**src/rtl/sram_ctl_pkg.sv**
```systemverilog
package sram_ctl_pkg;
  // Strobes from the cycle control to the read datapath
  typedef struct packed {
    logic rdIssued;  // array read strobe is active this cycle
    logic asleep;    // sleep has taken effect
  } ctlStrobe_t;
endpackage

```
**src/rtl/sram_cyc_ctrl.sv**
```systemverilog
module sram_cyc_ctrl
  import sram_ctl_pkg::*;
#(
  parameter int ADDR_W = 16,
  parameter int LANES  = 2
) (
  input  logic              clk,
  input  logic              rstN,
  input  logic              adspN,
  input  logic              adscN,
  input  logic              advN,
  input  logic              ce1N,
  input  logic              ce2,
  input  logic              ce3N,
  input  logic              gwN,
  input  logic              bweN,
  input  logic [LANES-1:0]  bwN,
  input  logic              sleep,
  input  logic [ADDR_W-1:0] addrIn,
  output logic [ADDR_W-1:0] arrAddr,
  output logic              arrRd,
  output logic              arrWr,
  output logic [LANES-1:0]  arrByteEn,
  output logic              burstStep,
  output ctlStrobe_t        strb
);
  localparam int SLEEP_STAGES = 2;

  logic [SLEEP_STAGES-1:0] sleepPipe;
  logic                    asleep;
  logic                    selected;
  logic                    active, adspStart, adscStart, loadNow, ceOk;
  logic                    accessNow, wrNow, rdNow;
  logic [LANES-1:0]        laneWant;

  assign asleep    = sleepPipe[SLEEP_STAGES-1];
  assign active    = !asleep;
  // processor strobe counts only with ce1N low; it wins over the controller strobe
  assign adspStart = active && !adspN && !ce1N;
  assign adscStart = active && !adscN && !adspStart;
  assign loadNow   = adspStart || adscStart;
  assign ceOk      = !ce1N && ce2 && !ce3N;
  assign accessNow = active && (loadNow ? ceOk : selected);

  genvar gi;
  generate
    for (gi = 0; gi < LANES; gi++) begin : g_lane
      assign laneWant[gi] = !gwN || (!bweN && !bwN[gi]);
    end
  endgenerate

  assign wrNow     = accessNow && !adspStart && (|laneWant);
  assign rdNow     = accessNow && !wrNow;
  assign burstStep = active && selected && !loadNow && !advN;

  always_ff @(posedge clk or negedge rstN) begin
    if (!rstN) begin
      sleepPipe <= '0;
      selected  <= 1'b0;
      arrRd     <= 1'b0;
      arrWr     <= 1'b0;
      arrByteEn <= '0;
      arrAddr   <= '0;
    end else begin
      sleepPipe <= {sleepPipe[SLEEP_STAGES-2:0], sleep};
      if (!active)      selected <= 1'b0;
      else if (loadNow) selected <= ceOk;
      arrRd     <= rdNow;
      arrWr     <= wrNow;
      arrByteEn <= wrNow ? laneWant : '0;
      if (accessNow) arrAddr <= addrIn;
    end
  end

  assign strb.rdIssued = arrRd;
  assign strb.asleep   = asleep;

  // a processor-strobe start is never a write
  a_r6_adsp_read: assert property (@(posedge clk) disable iff (!rstN)
    adspStart |=> !arrWr);
  // no array strobes once asleep
  a_r10_sleep_quiet: assert property (@(posedge clk) disable iff (!rstN)
    asleep |=> (!arrRd && !arrWr));
  // a write always carries at least one lane
  a_r5_write_has_lane: assert property (@(posedge clk) disable iff (!rstN)
    arrWr |-> (arrByteEn != '0));
  // read and write strobes are exclusive, reads carry no mask
  a_r7_strobe_excl: assert property (@(posedge clk) disable iff (!rstN)
    arrRd |-> (!arrWr && arrByteEn == '0));
  // a deselecting load issues no access
  a_r1_deselect_idle: assert property (@(posedge clk) disable iff (!rstN)
    (loadNow && !ceOk) |=> (!arrRd && !arrWr));
endmodule

```
**src/rtl/sram_rd_path.sv**
```systemverilog
module sram_rd_path
  import sram_ctl_pkg::*;
#(
  parameter int DATA_W = 18
) (
  input  logic              clk,
  input  logic              rstN,
  input  ctlStrobe_t        strb,
  input  logic              oeN,
  input  logic [DATA_W-1:0] arrRdData,
  output logic [DATA_W-1:0] dqOut,
  output logic              dqOe
);
  logic outValid;

  always_ff @(posedge clk or negedge rstN) begin
    if (!rstN) begin
      outValid <= 1'b0;
      dqOut    <= '0;
    end else begin
      outValid <= strb.rdIssued && !strb.asleep;
      if (strb.rdIssued) dqOut <= arrRdData;
    end
  end

  // asynchronous enable, masked when no read data is held or while asleep
  assign dqOe = !oeN && outValid && !strb.asleep;

  // output enable high always releases the pins
  a_r8_oe_release: assert property (@(posedge clk) disable iff (!rstN)
    oeN |-> !dqOe);
  // no drive in the cycle after a non-read
  a_r9_no_drive_after_nonread: assert property (@(posedge clk) disable iff (!rstN)
    !strb.rdIssued |=> !dqOe);
  // no drive while asleep
  a_r10_sleep_hiz: assert property (@(posedge clk) disable iff (!rstN)
    strb.asleep |-> !dqOe);
endmodule

```
**src/rtl/sram_burst_ctl.sv**
```systemverilog
module sram_burst_ctl
  import sram_ctl_pkg::*;
#(
  parameter int ADDR_W = 16,
  parameter int LANES  = 2,
  parameter int LANE_W = 9
) (
  input  logic                    clk,
  input  logic                    rstN,
  input  logic                    adspN,
  input  logic                    adscN,
  input  logic                    advN,
  input  logic                    ce1N,
  input  logic                    ce2,
  input  logic                    ce3N,
  input  logic                    gwN,
  input  logic                    bweN,
  input  logic [LANES-1:0]        bwN,
  input  logic                    oeN,
  input  logic                    sleep,
  input  logic [ADDR_W-1:0]       addrIn,
  input  logic [LANES*LANE_W-1:0] arrRdData,
  output logic [ADDR_W-1:0]       arrAddr,
  output logic                    arrRd,
  output logic                    arrWr,
  output logic [LANES-1:0]        arrByteEn,
  output logic                    burstStep,
  output logic [LANES*LANE_W-1:0] dqOut,
  output logic                    dqOe
);
  localparam int DATA_W = LANES * LANE_W;

  ctlStrobe_t strb;

  sram_cyc_ctrl #(.ADDR_W(ADDR_W), .LANES(LANES)) ctrl_i (
    .clk(clk), .rstN(rstN), .adspN(adspN), .adscN(adscN), .advN(advN),
    .ce1N(ce1N), .ce2(ce2), .ce3N(ce3N), .gwN(gwN), .bweN(bweN), .bwN(bwN),
    .sleep(sleep), .addrIn(addrIn), .arrAddr(arrAddr), .arrRd(arrRd),
    .arrWr(arrWr), .arrByteEn(arrByteEn), .burstStep(burstStep), .strb(strb)
  );

  sram_rd_path #(.DATA_W(DATA_W)) rd_i (
    .clk(clk), .rstN(rstN), .strb(strb), .oeN(oeN),
    .arrRdData(arrRdData), .dqOut(dqOut), .dqOe(dqOe)
  );
endmodule

```
**config.mk**
```make
export PLATFORM = sky130hd
export DESIGN_NAME = sram_burst_ctl
export DESIGN_NICKNAME = d
export VERILOG_FILES = /design/src/rtl/sram_ctl_pkg.sv /design/src/rtl/sram_cyc_ctrl.sv /design/src/rtl/sram_rd_path.sv /design/src/rtl/sram_burst_ctl.sv
export SDC_FILE = /design/constraint.sdc
export NUM_CORES = 1
export LEC_CHECK = 0
export ABC_AREA = 1
export BUFFER_PORTS_ARGS = -buffer_cell sky130_fd_sc_hd__buf_2
export CAP_MARGIN = 20
export CORE_ASPECT_RATIO = 1.2
export CORE_MARGIN = 4
export CORE_UTILIZATION = 40
export CTS_CLUSTER_SIZE = 10
export DETAILED_ROUTE_END_ITERATION = 8
export GPL_ROUTABILITY_DRIVEN = 0
export PLACE_DENSITY = 0.74
export SLEW_MARGIN = 10
export SYNTH_ARGS = -nofsm -noshare
export SYNTH_HDL_FRONTEND = slang
export SYNTH_SLANG_ARGS = --single-unit
```
**constraint.sdc**
```tcl
create_clock -name clk -period 1.2 [get_ports clk]
set_input_delay 0.24 -clock clk [delete_from_list [all_inputs] [get_ports clk]]
set_output_delay 0.24 -clock clk [all_outputs]
set_load 0.005 [all_outputs]
```
# Yosys cells after proc, flatten, opt, wreduce, memory -nomap -nowiden
# Index checks and enable logic that the tools add are counted.
classes:
  n_mux: 3
  n_reduce_logical: 36
ops:
  columns: ["cell", "count"]
  rows:
  - ["1-bit logical AND", 18]
  - ["1-bit zero test", 14]
  - ["1-bit logical OR", 3]
  - ["1-bit 2-to-1 mux", 2]
  - ["2-bit 2-to-1 mux", 1]
  - ["2-bit OR reduction", 1]
totals:
  reg_bits: 42
  input_bits: 48
  out_inout_bits: 40
  elab_cells: 47

# Logic depth before layout (Yosys ltp)
logic_depth:
  depth_word: 12
  depth_mapped: 8
  mapped_depth_nobuf: 7

# By module
# Synthesis repeated with hierarchy kept, for this count alone.
unflattened:
  hier_cells: 187
  area_unflattened_um2: 1742.9
by_module_without_submodules:
  columns: ["module", "n_inst", "cells_each", "area_per_inst_um2", "seq_area_each_um2"]
  rows:
  - ["sram_cyc_ctrl", 1, 106, 992.2, 575.6]
  - ["sram_rd_path", 1, 81, 750.7, 475.5]

# Worst setup path after synthesis
# No wires, ideal clock.
synth_path:
  path_type: "flip-flop to output port"
  start: "register ctrl_i.sleepPipe[1]"
  end: "output port burstStep"
  t_arrival_ns: 1.013
  t_required_ns: 0.960
  setup_slack_ns: -0.053
  path_stages_with_launch: 5
  path_buffers: 1
  path_cell_list: "dfrtp_1 nor2_1 nand3_4 buf_6 nor2_1"
synth_via:
  elab_chain_cells: 9
  word_cells_on_any_way: 11
  cone_classes: "11 x reduce/logical"
synth_rtl:
  columns: ["item", "line", "source"]
  rows:
  - ["start, declared", "sram_cyc_ctrl.sv:29", "logic [SLEEP_STAGES-1:0] sleepPipe;"]
  - ["start signal, assigned", "sram_cyc_ctrl.sv:65", "sleepPipe <= {sleepPipe[SLEEP_STAGES-2:0], sleep};"]
  - ["1-bit zero test (*)", "sram_cyc_ctrl.sv:37", "assign active = !asleep;"]
  - ["1-bit logical AND (2 in series)", "sram_cyc_ctrl.sv:39", "assign adspStart = active && !adspN && !ce1N;"]
  - ["1-bit zero test", "sram_cyc_ctrl.sv:40", "assign adscStart = active && !adscN && !adspStart;"]
  - ["1-bit logical AND", "sram_cyc_ctrl.sv:40", null]
  - ["1-bit logical OR", "sram_cyc_ctrl.sv:41", "assign loadNow = adspStart || adscStart;"]
  - ["1-bit zero test", "sram_cyc_ctrl.sv:54", "assign burstStep = active && selected && !loadNow && !advN;"]
  - ["1-bit logical AND (*) (2 in series)", "sram_cyc_ctrl.sv:54", null]
  - ["end, declared", "sram_burst_ctl.sv:27", "output logic burstStep,"]
# Mark *: on every way between the ends. The rest lies on a longest branch, timed or not.

# Worst setup path after layout
# Ends and elaborated chain as after synthesis.

==> results.txt <==
During placement, the flow inserted port buffers numbering 87. The height of the die is slightly below 80 µm. Max-cap violations in this run came to 0. The worst clock skew on the final layout came out at around 0.0019 ns. The design draws 4090 µW.

The cell with the largest stage delay on the worst path is sky130_fd_sc_hd__dfrtp_1. The leftover overflow at the end of global routing is 0. The most instantiated flip-flop cell in the synthesis netlist is sky130_fd_sc_hd__dfrtp_1.

The clock tree from TritonCTS is yes. The number of buffers inserted during clock tree synthesis is 5. Counting instances in the post-synthesis netlist gives the leading cell types as sky130_fd_sc_hd__nand2_1, sky130_fd_sc_hd__dfrtp_1, sky130_fd_sc_hd__nand3_1, sky130_fd_sc_hd__nor2_1, sky130_fd_sc_hd__inv_1.

The headroom to the max-slew limit came out at between 70% and 80%. The net count of the finished layout is roughly 340. The area inside the core boundary is 4000 µm². The delay of the slowest cell on the worst path is 0.42 ns. The final reports fail on negative setup slack. Using the TritonRoute via totals, the vias-per-cell ratio works out to 4.47.

The initial core utilization is between 40% and 50%. The number of remaining DRC errors came out at 0. The antenna diode count is 0. Traced cell by cell, the critical path runs through or2_4, nand3_4, nor2_2, buf_2. After synthesis, the largest area contributor takes up between 60% and 70% of total cell area. The average wire length per cell after detail routing came out at 13.1 µm. The count of nets left with antenna violations after detail routing came out at 0.

The achievable frequency came out at between 600 and 700 MHz. The number of antenna violations at the first check in global routing is 0. The top-level I/O count is between 80 and 90. The detailed-placement wirelength estimate is around 3.0 mm. The die boundary width is between 60 and 70 µm. CTS saw 42 sinks. At the worst endpoint, the required time is 0.96 ns. Across all setup checks in the final design, the least slack found is -0.257 ns. The clock period minus final worst setup slack came out at roughly 1.5 ns. The total routed wirelength came out at 4.54 mm. The worst setup path is captured at an output pin.

Yosys attributes the largest share of cell area to sky130_fd_sc_hd__dfrtp_1, sky130_fd_sc_hd__nand2_1, sky130_fd_sc_hd__nand3_1. Global routing used a little under a fifth of the available tracks. The final-report max-slew violation count came out at 0.

The post-route fraction of the period consumed by the critical path came out at 121%. The number of different library cells in the post-synthesis netlist is 19. The most repeated cell in the gate-level netlist after synthesis is sky130_fd_sc_hd__nand2_1. The number of endpoints with negative hold slack in the final report came out at 0. The data arrival time of the critical path came out at ~1.2 ns. The average instance in the mapped netlist occupies 9.27 µm². The clock insertion delay at the later pin of the skew report is 0.29 ns. The number of warning messages in the yosys log came out at 0. The synthesized net count is around 230. The number of optimization iterations in the first detailed-route pass came out at 4. The netlist area before placement came out at about 1700 µm². The post-synthesis sequential element count came out at 42.

In this run the core area contains 25 standard-cell rows. The final-report setup violation count came out at 23. The total leakage power came out at approximately 0.0015 µW.

Summing over every cut layer, the via total after detailed routing is 1,545. Setup repair after global routing could not meet its margin everywhere. The worst vdd rail ir drop is just over 1 mV. The floorplan die area came out at around 5400 µm². The maximum fanout encountered on the critical timing path came out at 4. The combined buffer and inverter count along the critical path is 1. The measured slew at the worst slew-check pin is 0.367 ns. The number of global-route vias before repair was ~1,500. After clock tree synthesis, the clock-pin slew on the worst setup and hold paths is approximately 0.08 ns. In this run the number of H-tree levels came out at 2.

Entering global routing, the biggest net connects between 40 and 50 pins. The cell area power density is roughly 1600 nW/µm². The cell taking the most area after synthesis is sky130_fd_sc_hd__dfrtp_1. The run finished, with violations left. From synthesis to final layout, the design area changed by 53.2%. The count of flip-flops with a built-in enable after synthesis came out at 0. STA classifies the critical path startpoint as a flop. The tree is rooted in a sky130_fd_sc_hd__clkbuf_8. The first global-routing pass estimated 7.25 mm of wire. The path class of the tightest hold or removal check is primary input to flop. In this design, the largest share of critical-path delay is due to flip-flops. The proportion of register bits with asynchronous set or reset after synthesis came out at 100%. The share of cells above drive strength 1 came out at around 50%. The DRC violation total after the first TritonRoute iteration came out at 94. The final-layout setup total negative slack came out at -4.66 ns.

The sequential-to-total area share from yosys stat is about three fifths. The worst setup slack after placement came out at -0.0445 ns. The number of buffers on the longest clock path is 2. The critical path is of the flop to output pin type. After technology mapping, the gate count stands at 183.
-- routing by layer --
| metal | vias to the layer above | track usage [%] | wire length, µm | part of all wire, % |
|---|---|---|---|---|
| li1 | 781 | - | - | - |
| met1 | 708 | 22.2 | 1720 | 38 |
| met2 | 48 | 29.9 | 2460 | 54 |
| met3 | 8 | 2.97 | 260 | 5.7 |
| met4 | 0 | 9.94 | 95 | 2.1 |
| met5 | - | 0 | 0 | 0 |
-- cell families after synthesis --
logic type | count (synthesis) | share of synthesized area [%]
buffers and inverters | 15 | 5.09
AO/OA/AOI/OAI | 2 | 0.590
flip-flops | 42 | 61.9
AND/OR/NAND/NOR | 124 | 32.4
-- worst register-to-register path: stages, from the launching register on --
cell and delay [ns]:
sky130_fd_sc_hd__dfrtp_1 0.42, sky130_fd_sc_hd__or2_4 0.26, sky130_fd_sc_hd__buf_6 0.12, sky130_fd_sc_hd__nand2_4 0.08
sky130_fd_sc_hd__nand2_8 0.09, sky130_fd_sc_hd__buf_12 0.17, sky130_fd_sc_hd__nand2_8 0.10, sky130_fd_sc_hd__nand2_1 0.06
sky130_fd_sc_hd__nand2_1 0.06
-- path summary, 6_finish.rpt --
path / to / slack (ns) / startpoint / cells past startpoint
min: ctrl_i.sleepPipe[0]$_DFF_PN0_ / 0.05 / sleep / 1
max: burstStep / -0.26 / ctrl_i.sleepPipe[1]$_DFF_PN0_ / 4
max in group asynchronous: ctrl_i.selected$_DFF_PN0_ / 0.54 / rstN / 3
max reg2reg: ctrl_i.arrAddr[2]$_DFFE_PN0P_ / -0.24 / ctrl_i.sleepPipe[1]$_DFF_PN0_ / 8
min reg2reg: ctrl_i.sleepPipe[1]$_DFF_PN0_ / 0.36 / ctrl_i.sleepPipe[0]$_DFF_PN0_ / 0
min in group asynchronous: rd_i.dqOut[7]$_DFFE_PN0P_ / 0.46 / rstN / 3
-- registers in the layout, summed over array words and instances, names as in the netlist --
| signal | flops |
|---|---|
| rd_i.outValid | 1 |
| ctrl_i.arrWr | 1 |
| ctrl_i.arrRd | 1 |
| ctrl_i.arrAddr | 16 |
| rd_i.dqOut | 18 |
| ctrl_i.sleepPipe | 2 |
| ctrl_i.selected | 1 |
| ctrl_i.arrByteEn | 2 |
-- timing repair --
action | 4_1_cts | 5_1_grt
setup endpoints to repair | 21 | 23
endpoints found under the hold margin | 42 | 0
hold buffers | 1 | 0
resized for setup | 12 | 22
pin swaps | 0 | 2
cloned | 4 | 0
buffers inserted | 4 | 1
-- where the power goes --
group,internal [µW],switching (µW)
Combinational,524,503
Clock,623,459
Sequential,1790,193
Total,2940,1160
-- cells in the final DEF, fill, tap and decap left out --
cell,instances
sky130_fd_sc_hd__buf_6,4
sky130_fd_sc_hd__clkbuf_1,2
sky130_fd_sc_hd__inv_1,6
sky130_fd_sc_hd__clkbuf_8,5
sky130_fd_sc_hd__buf_2,87
sky130_fd_sc_hd__bufinv_16,1
sky130_fd_sc_hd__nor2_1,4
sky130_fd_sc_hd__buf_12,3
sky130_fd_sc_hd__or2_4,1
sky130_fd_sc_hd__nand2_8,5
sky130_fd_sc_hd__a21oi_1,2
sky130_fd_sc_hd__clkinv_1,1
sky130_fd_sc_hd__buf_16,1
sky130_fd_sc_hd__dfrtp_1,42
sky130_fd_sc_hd__nor2_2,5
sky130_fd_sc_hd__nand2_1,72
sky130_fd_sc_hd__nand3_1,16
sky130_fd_sc_hd__nand3_4,1
sky130_fd_sc_hd__inv_2,2
sky130_fd_sc_hd__nor3b_2,1
sky130_fd_sc_hd__dlygate4sd3_1,1
sky130_fd_sc_hd__nand2_2,18
sky130_fd_sc_hd__buf_4,8
sky130_fd_sc_hd__nand2_4,4
-- metrics by stage --
step	instances	cell area, µm²	util, %	hold WS, ns
after floorplan	183	1710	-	-0.0556
after global placement	328	2250	56.3	0.229
after CTS	345	2530	63.3	0.0428
final	346	2600	64.9	0.0533
after global routing	346	2600	64.9	0.0403
after detailed placement	328	2250	56.3	0.252
-- cell type report --
class | count | area (µm²)
well taps | 54 | 67.6
repair buffers | 104 | 638
flip-flops and latches | 42 | 1050
fillers | 402 | 1400
clock buffers | 7 | 76.3
inverters | 9 | 33.8
multi-input cells | 129 | 703
clock inverters | 1 | 30.0
No activity file was read; power rests on OpenSTA's default activity.
